$ cat src/rtl/sdci_pkg.sv
package sdci_pkg;
  localparam int WORD_W   = 32;
  localparam int CODE_W   = 3;
  localparam int CNT_W    = 4;
  localparam int MRV_W    = 14;
  localparam int KEEP_W   = 23;
  localparam int B2_POS   = 3;
  localparam int B1_POS   = 4;
  localparam int CNT_LSB  = 5;
  localparam int MRV_LSB  = 9;

  typedef enum logic [CODE_W-1:0] {
    CMD_NORMAL = 3'd0,
    CMD_CKE    = 3'd1,
    CMD_PALL   = 3'd2,
    CMD_AREF   = 3'd3,
    CMD_LMR    = 3'd4,
    CMD_SELF   = 3'd5,
    CMD_PDOWN  = 3'd6,
    CMD_RSVD   = 3'd7
  } cmd_e;

  // Legality of a command given its targets ({bank2,bank1}) and bank setup
  function automatic logic cmd_legal(input logic [CODE_W-1:0] code,
                                     input logic [1:0] tgt,
                                     input logic dual);
    logic ok;
    ok = (tgt != 2'b00) && (code != CMD_RSVD);
    if (!dual && tgt[1]) ok = 1'b0;
    if (dual && (code == CMD_AREF || code == CMD_PALL) && tgt != 2'b11) ok = 1'b0;
    return ok;
  endfunction

  // Strobes remaining after the first one
  function automatic logic [CNT_W-1:0] extra_strobes(input logic [CODE_W-1:0] code,
                                                      input logic [CNT_W-1:0] cnt);
    return (code == CMD_AREF) ? cnt : '0;
  endfunction
endpackage

$ cat src/rtl/sdci_decode.sv
module sdci_decode
  import sdci_pkg::*;
(
  input  logic [WORD_W-1:0] word,
  input  logic              dual,
  output logic              legal,
  output logic [CNT_W-1:0]  extra
);
  logic [CODE_W-1:0] code;
  logic [1:0]        tgt;
  logic [CNT_W-1:0]  cnt;

  always_comb begin
    code  = word[CODE_W-1:0];
    tgt   = {word[B2_POS], word[B1_POS]};
    cnt   = word[CNT_LSB +: CNT_W];
    legal = cmd_legal(code, tgt, dual);
    extra = extra_strobes(code, cnt);
  end
endmodule

$ cat src/rtl/sdci_store.sv
module sdci_store
  import sdci_pkg::*;
(
  input  logic              clk,
  input  logic              rst_n,
  input  logic              load,
  input  logic [WORD_W-1:0] din,
  output logic [WORD_W-1:0] word_q
);
  always_ff @(posedge clk or negedge rst_n) begin
    if (!rst_n)    word_q <= '0;
    else if (load) word_q <= {{(WORD_W-KEEP_W){1'b0}}, din[KEEP_W-1:0]};
  end
endmodule

$ cat src/rtl/sdci_seq.sv
module sdci_seq
  import sdci_pkg::*;
#(
  parameter int TRFC = 3
) (
  input  logic             clk,
  input  logic             rst_n,
  input  logic             start,
  input  logic [CNT_W-1:0] extra,
  output logic             active,
  output logic             fire
);
  localparam int GW = (TRFC > 1) ? $clog2(TRFC) : 1;

  logic [CNT_W-1:0] rem_q;
  logic [GW-1:0]    gap_q;

  assign fire = active && (gap_q == '0);

  always_ff @(posedge clk or negedge rst_n) begin
    if (!rst_n) begin
      active <= 1'b0;
      rem_q  <= '0;
      gap_q  <= '0;
    end else if (start) begin
      active <= 1'b1;
      rem_q  <= extra;
      gap_q  <= '0;
    end else if (active) begin
      if (gap_q == '0) begin
        if (rem_q == '0) begin
          active <= 1'b0;
        end else begin
          rem_q <= rem_q - 1'b1;
          gap_q <= GW'(TRFC - 1);
        end
      end else begin
        gap_q <= gap_q - 1'b1;
      end
    end
  end
endmodule

$ cat src/rtl/sdram_cmd_issuer.sv
module sdram_cmd_issuer
  import sdci_pkg::*;
#(
  parameter int TRFC = 3
) (
  input  logic        clk,
  input  logic        rst_n,
  input  logic        wr_en,
  input  logic [31:0] wr_data,
  input  logic        two_banks,
  output logic [31:0] rd_data,
  output logic [1:0]  bank_stb,
  output logic [2:0]  cmd_code,
  output logic [13:0] mode_payload,
  output logic        busy,
  output logic        err_pulse
);
  logic             legal;
  logic [CNT_W-1:0] extra;
  logic             accept;
  logic             refused;
  logic             fire;
  logic             active;
  logic             err_q;

  sdci_decode u_dec (
    .word  (wr_data),
    .dual  (two_banks),
    .legal (legal),
    .extra (extra)
  );

  assign accept  = wr_en && !active && legal;
  assign refused = wr_en && active;

  sdci_store u_store (
    .clk    (clk),
    .rst_n  (rst_n),
    .load   (accept),
    .din    (wr_data),
    .word_q (rd_data)
  );

  sdci_seq #(.TRFC(TRFC)) u_seq (
    .clk    (clk),
    .rst_n  (rst_n),
    .start  (accept),
    .extra  (extra),
    .active (active),
    .fire   (fire)
  );

  always_ff @(posedge clk or negedge rst_n) begin
    if (!rst_n) err_q <= 1'b0;
    else        err_q <= refused;
  end

  assign bank_stb     = {fire & rd_data[B2_POS], fire & rd_data[B1_POS]};
  assign cmd_code     = rd_data[CODE_W-1:0];
  assign mode_payload = rd_data[MRV_LSB +: MRV_W];
  assign busy         = active;
  assign err_pulse    = err_q;
endmodule

$ cat config.mk
export PLATFORM = sky130hd
export DESIGN_NAME = sdram_cmd_issuer
export DESIGN_NICKNAME = d
export VERILOG_FILES = /design/src/rtl/sdci_pkg.sv /design/src/rtl/sdci_decode.sv /design/src/rtl/sdci_store.sv /design/src/rtl/sdci_seq.sv /design/src/rtl/sdram_cmd_issuer.sv
export SDC_FILE = /design/constraint.sdc
export NUM_CORES = 1
export LEC_CHECK = 0
export ABC_AREA = 1
export BUFFER_PORTS_ARGS = -buffer_cell sky130_fd_sc_hd__buf_2
export CAP_MARGIN = 30
export CORE_MARGIN = 3
export CORE_UTILIZATION = 48
export DETAILED_ROUTE_END_ITERATION = 16
export HOLD_SLACK_MARGIN = 0.06
export PLACE_DENSITY = 0.85
export RECOVER_POWER = 100
export SKIP_LAST_GASP = 1
export SLEW_MARGIN = 25
export SYNTH_ARGS = -nofsm -noshare
export SYNTH_HDL_FRONTEND = slang
export SYNTH_SLANG_ARGS = --single-unit
$ cat constraint.sdc
create_clock -name clk -period 2.85 [get_ports clk]
set_input_delay 0.57 -clock clk [delete_from_list [all_inputs] [get_ports clk]]
set_output_delay 0.57 -clock clk [all_outputs]
set_load 0.02 [all_outputs]
Word-level counts from Yosys, hierarchy flattened
Index checks and enable logic that the tools add are counted.
{"block": "totals", "inputBits": 36, "regBits": 31, "output_inout_bits": 53, "wordCells": 48}
{"block": "classes", "n_reduce_logical": 18, "n_addsub": 2, "muxes": 15, "n_eq_ne": 6, "bitwise_logic": 2}
{"cell": "$mux 4", "n": 5}
{"cell": "$logic_and 1x1->1", "n": 8}
{"cell": "$mux 2", "n": 4}
{"cell": "$eq 3x2->1 const B", "n": 2}
{"cell": "$mux 1", "n": 6}
{"cell": "$ne 3x3->1 const B", "n": 2}
{"cell": "$reduce_bool 2->1", "n": 3}
{"cell": "$logic_not 4->1", "n": 1}
{"cell": "$ne 2x2->1 const B", "n": 2}
{"cell": "$sub 4x1->4 const B", "n": 1}
{"cell": "$reduce_and 3->1", "n": 1}
{"cell": "$and 1x1->1", "n": 2}
{"cell": "$logic_not 1->1", "n": 2}
{"cell": "$logic_not 2->1", "n": 1}
{"cell": "$reduce_and 2->1", "n": 1}
{"cell": "$sub 2x1->2 const B", "n": 1}
{"cell": "$logic_or 1x1->1", "n": 1}

Depth between registers and ports, before layout
{"block": "depth", "ltp_word": 8, "depth_mapped": 10, "depth_no_buf": 9}

Cells and area by module
A second synthesis with hierarchy kept.
{"block": "unflattened", "hier_cells": 222, "hier_area_um2": 1712.9}
{"mod": "sdci_store", "seq_area_each_um2": 575.6, "cells_each": 107, "area_each_um2": 947.2, "instances": 1}
{"mod": "sdci_seq", "seq_area_each_um2": 175.2, "cells_each": 68, "area_each_um2": 493.0, "instances": 1}
{"mod": "sdram_cmd_issuer", "seq_area_each_um2": 25.0, "cells_each": 26, "area_each_um2": 185.2, "instances": 1}
{"mod": "sdci_decode", "seq_area_each_um2": 0.0, "cells_each": 21, "area_each_um2": 87.6, "instances": 1}

Worst setup path after synthesis
Ideal clock, no wire load.
{"block": "synth_timing", "path_kind": "reg2out", "start": "register u_seq.gap_q[0]", "end": "output bank_stb[0]", "t_arrival_ps": 957, "path_buffers": 0, "required_ps": 2280, "path_slack_ps": 1323, "stages_incl_launch_ff": 5, "cell_sequence": "dfrtp_1 inv_1 ha_1 nand2_1 nor2_1"}
{"block": "synth_via", "elab_chain_cells": 3}
{"element": "from (decl)", "line_no": "sdci_seq.sv:16", "text": "logic [GW-1:0] gap_q;"}
{"element": "from (signal assigned)", "line_no": "sdci_seq.sv:35", "text": "gap_q <= GW'(TRFC - 1);"}
{"element": "from (signal assigned)", "line_no": "sdci_seq.sv:38", "text": "gap_q <= gap_q - 1'b1;"}
{"element": "$logic_not 2->1", "line_no": "sdci_seq.sv:18", "text": "assign fire = active && (gap_q == '0);"}
{"element": "$logic_and 1x1->1", "line_no": "sdci_seq.sv:18"}
{"element": "$and 1x1->1", "line_no": "sdram_cmd_issuer.sv:58", "text": "assign bank_stb = {fire & rd_data[B2_POS], fire & rd_data[B1_POS]};"}
{"element": "to (decl)", "line_no": "sdram_cmd_issuer.sv:12", "text": "output logic [1:0] bank_stb,"}
Every way passes these cells.

Final worst setup path
{"block": "layout_timing", "start": "register u_seq.active", "end": "register u_store.word_q[13]"}
{"block": "layout_via", "elab_chain_cells": 3}
{"element": "from (decl)", "line_no": "sdci_seq.sv:10", "text": "output logic active,"}
{"element": "from (signal assigned)", "line_no": "sdci_seq.sv:22", "text": "active <= 1'b0;"}
{"element": "from (signal assigned)", "line_no": "sdci_seq.sv:26", "text": "active <= 1'b1;"}
{"element": "from (signal assigned)", "line_no": "sdci_seq.sv:32", "text": "active <= 1'b0;"}
{"element": "$logic_not 1->1", "line_no": "sdram_cmd_issuer.sv:33", "text": "assign accept = wr_en && !active && legal;"}
{"element": "$logic_and 1x1->1 (2 in series)", "line_no": "sdram_cmd_issuer.sv:33"}
{"element": "to (signal assigned)", "line_no": "sdci_store.sv:12", "text": "else if (load) word_q <= {{(WORD_W-KEEP_W){1'b0}}, din[KEEP_W-1:0]};"}
{"element": "to (decl)", "line_no": "sdci_store.sv:8", "text": "output logic [WORD_W-1:0] word_q"}
Every way passes these cells.
A chain may end at the register's enable or synchronous reset.

==> impl_metrics.csv <==
group,metric,value,unit
sta,tns,0,ns
setup_path,r2r_setup_slack,0.85,ns
global_routing,grt_usage,16.7,%
drt,routed_wl,3180,um
worst_hold_path,hold_path_class,"primary input to register",
cts,clk_path_buf_depth,2,
run_status,violations,"max-capacitance violations, max-slew violations",
global_routing,grt_pass1_wl,5350,um
logic_synthesis,synth_top_area_cell,"dfrtp_1",
sta,final-setup-viol-count,0,
drt,antenna_left,0,
layout,layout.nets,302,
logic_synthesis,syn_inst,208,
layout,drive_gt1_share,12.5,%
drt,route.met3.wl,283,um
cts,clk-insertion-delay-late,0.33,ns
cts,clock_sinks,31,
setup_path,cp_top_family,"simple AND/OR/NAND/NOR gates",
drt,wl_met1,1340,um
cts,cts_resized,0,
floorplan,row_count,20,
worst_hold_path,min_from,"wr_en",
power,peakVddDrop,0.000477,V
cts,postCtsHoldBufs,0,
power,p_leak,1.04,nW
logic_synthesis,yosys.area.top_type_share,46.2,%
drt,drt_iter0_markers,96,
global_routing,grt-ovfl-total,0,
setup_path,cp_slowest_cell,"dfrtp_1",
sta,period_share,70.1,%
floorplan,die_area,4240,um2
sta,finClkSkew,0.00307,ns
setup_path,required,3.08,ns
job,maxCapViolCount,1,
logic_synthesis,synth_area_leaders,"dfrtp_1 (46%), buf_4 (13%), nand2_1 (13%)",
floorplan,die_h,65.1,um
logic_synthesis,syn_area,1680,um2
drt,dr_wl_met2,1500,um
setup_path,cp-end-kind,"register",
drt,drc,0,
placed_design,io_buffers,70,
setup_path,crit_end,"u_store.word_q[13]",
sta,finalMaxSlewViolations,32,
cts,cts-root-buf,"clkbuf_4",
placed_design,place_congestion,0.764,
floorplan,ios,89,
setup_path,max_stage_delay,0.45,ns
global_routing,grt_max_degree,43,
setup_path,critPathBufInv,1,
floorplan,die_w,65.1,um
sta,worst_pin_slew,1.54,ns
setup_path,crit_cells,6,
logic_synthesis,syn_avg_cell_area,8.07,um2
setup_path,critical_path.most_common_cell,"nor2_1",
floorplan,start_util,52.4,%
layout,syn2layout_area_growth,10.6,%
logic_synthesis,ys_types,21,
cts,cts_buffers,5,
setup_path,r2r-start,"u_seq.active",
logic_synthesis,yosys_register_bits,31,
cts,htreeDepth,2,
cts,cts_tree,"built",
placed_design,hpwl,2480,um
cts,clk_pin_slew,0.09,ns
setup_path,path_cells,"nor2_1, nand2_1, nor2_1, nand3_1, buf_4, o21ai_0",
setup_path,critPathLaunch,"u_seq.active",
floorplan,core,3200,um2
layout,diodes,0,
setup_path,reg2reg_depth,6,
drt,avgViaCountPerCell,4.38,
setup_path,cp-start-kind,"register",
sta,hold-worst-slack,0.451,ns
setup_path,critPathMaxFanout,42,
setup_path,crit_type,"register to register",
drt,first_pass_iters,4,
drt,wl_per_cell,10.3,um
drt,highest_layer,"met4",
sta,rsz0062_at_grt,"no",
global_routing,grt_pass1_vias,1241,
setup_path,reg2reg_to,"u_store.word_q[13]",
global_routing,antenna_found_initial,0,
setup_path,cp.arrival,2.23,ns
sta,hold_violations,0,
cts,post_cts.repair.setup_buffers,0,
logic_synthesis,yosys_warnings,0,
sta,max_freq,501,MHz
sta,relSlewSlack,-2.89,%
logic_synthesis,seq_area_frac_synth,46.2,%
run_status,status,"finished with violations",
sta,fin_crit,2.00,ns
drt,vias,1346,
power,powerDensity,1180,nW/um2
==> where the power goes <==
part	internal (mW)	switching [mW]
clock network	0.0959	0.140
registers	0.656	0.151
logic	0.322	0.816
total	1.07	1.11
==> worst min-delay path by stage <==
stage,to,slack (ns),depth (start not counted)
floorplan,err_pulse,0.27,0
global placement,u_seq.rem_q[0],0.47,2
detailed placement,u_seq.rem_q[0],0.47,2
CTS,u_store.word_q[21],0.28,1
global route,u_store.word_q[19],0.45,3
finish,err_pulse,0.45,3
==> Yosys cell counts, drive strengths merged <==
| cell type | n |
|---|---|
| ha | 4 |
| buf | 32 |
| dfrtp | 31 |
| conb | 1 |
| or2 | 1 |
| nand2 | 57 |
| nor2 | 11 |
| inv | 35 |
| o21ai | 24 |
| xor2 | 1 |
| nand4 | 5 |
| nand3 | 4 |
| o211ai | 1 |
| xnor2 | 1 |
==> registers in the layout, indices dropped and copies added (netlist names) <==
name / cells
u_store.word_q: 23
u_seq.gap_q: 2
u_seq.rem_q: 4
u_seq.active: 1
err_pulse: 1
==> worst reg2reg max path: stages (launching register included) <==
cell and delay, ns:
dfrtp_1 0.45, nor2_1 0.12, nand2_1 0.08, nor2_1 0.23, nand3_1 0.39, buf_4 0.39, o21ai_0 0.25
==> cell type report <==
type,count,area (um2)
clock buffer,7,45.0
clock inverter,1,5.00
fill,349,1350
inverter,35,131
multi-input combinational,118,542
sequential,31,776
tap,44,55.1
timing repair buffer,71,302
==> routing by layer <==
metal / GRT usage [%] / up-vias
met5: 0 / -
met4: 6.99 / 0
met3: 6.32 / 7
met2: 29.0 / 56
met1: 18.4 / 583
li1: - / 700
==> cell usage in the layout, fill, tap and decap left out <==
cell type and instances:
o21ai_0 23, inv_2 1, dfrtp_1 31, o21ai_1 1, ha_1 4, conb_1 9
xor2_1 1, nor2_1 11, clkbuf_4 5, nand2_1 57, or2_0 1, buf_4 1
clkbuf_1 47, inv_1 34, clkinv_2 1, nand4_1 5, xnor2_1 1, buf_2 25
o211ai_1 1, nand3_1 4
==> per-stage QoR <==
stage               power [mW]  cell area (um2)  setup slack, ns  utilization, %  std cells
finish                    2.18             1860            0.852            57.9        307
global route              2.40             1860            0.545            57.9        307
CTS                       2.31             1930            0.921            60.4        307
detailed placement        2.06             1880            0.892            58.8        299
global placement          2.02             1880            0.945            58.8        299
floorplan                 1.82             1710             1.32               -        216
==> cells by family (layout without fill, tap and decap cells) <==
logic type	Yosys count	count (layout)	synth area share, %
AOI/OAI and AO/OA	25	25	7.61
xor gates and xnor gates	2	2	1.04
adders and majority gates	4	4	2.98
buffers and inverters	67	114	21.9
DFF	31	31	46.2
other	1	9	0.223
and+or+nand+nor	78	78	20.0
Note: power is estimated with default switching activity, not from simulation.
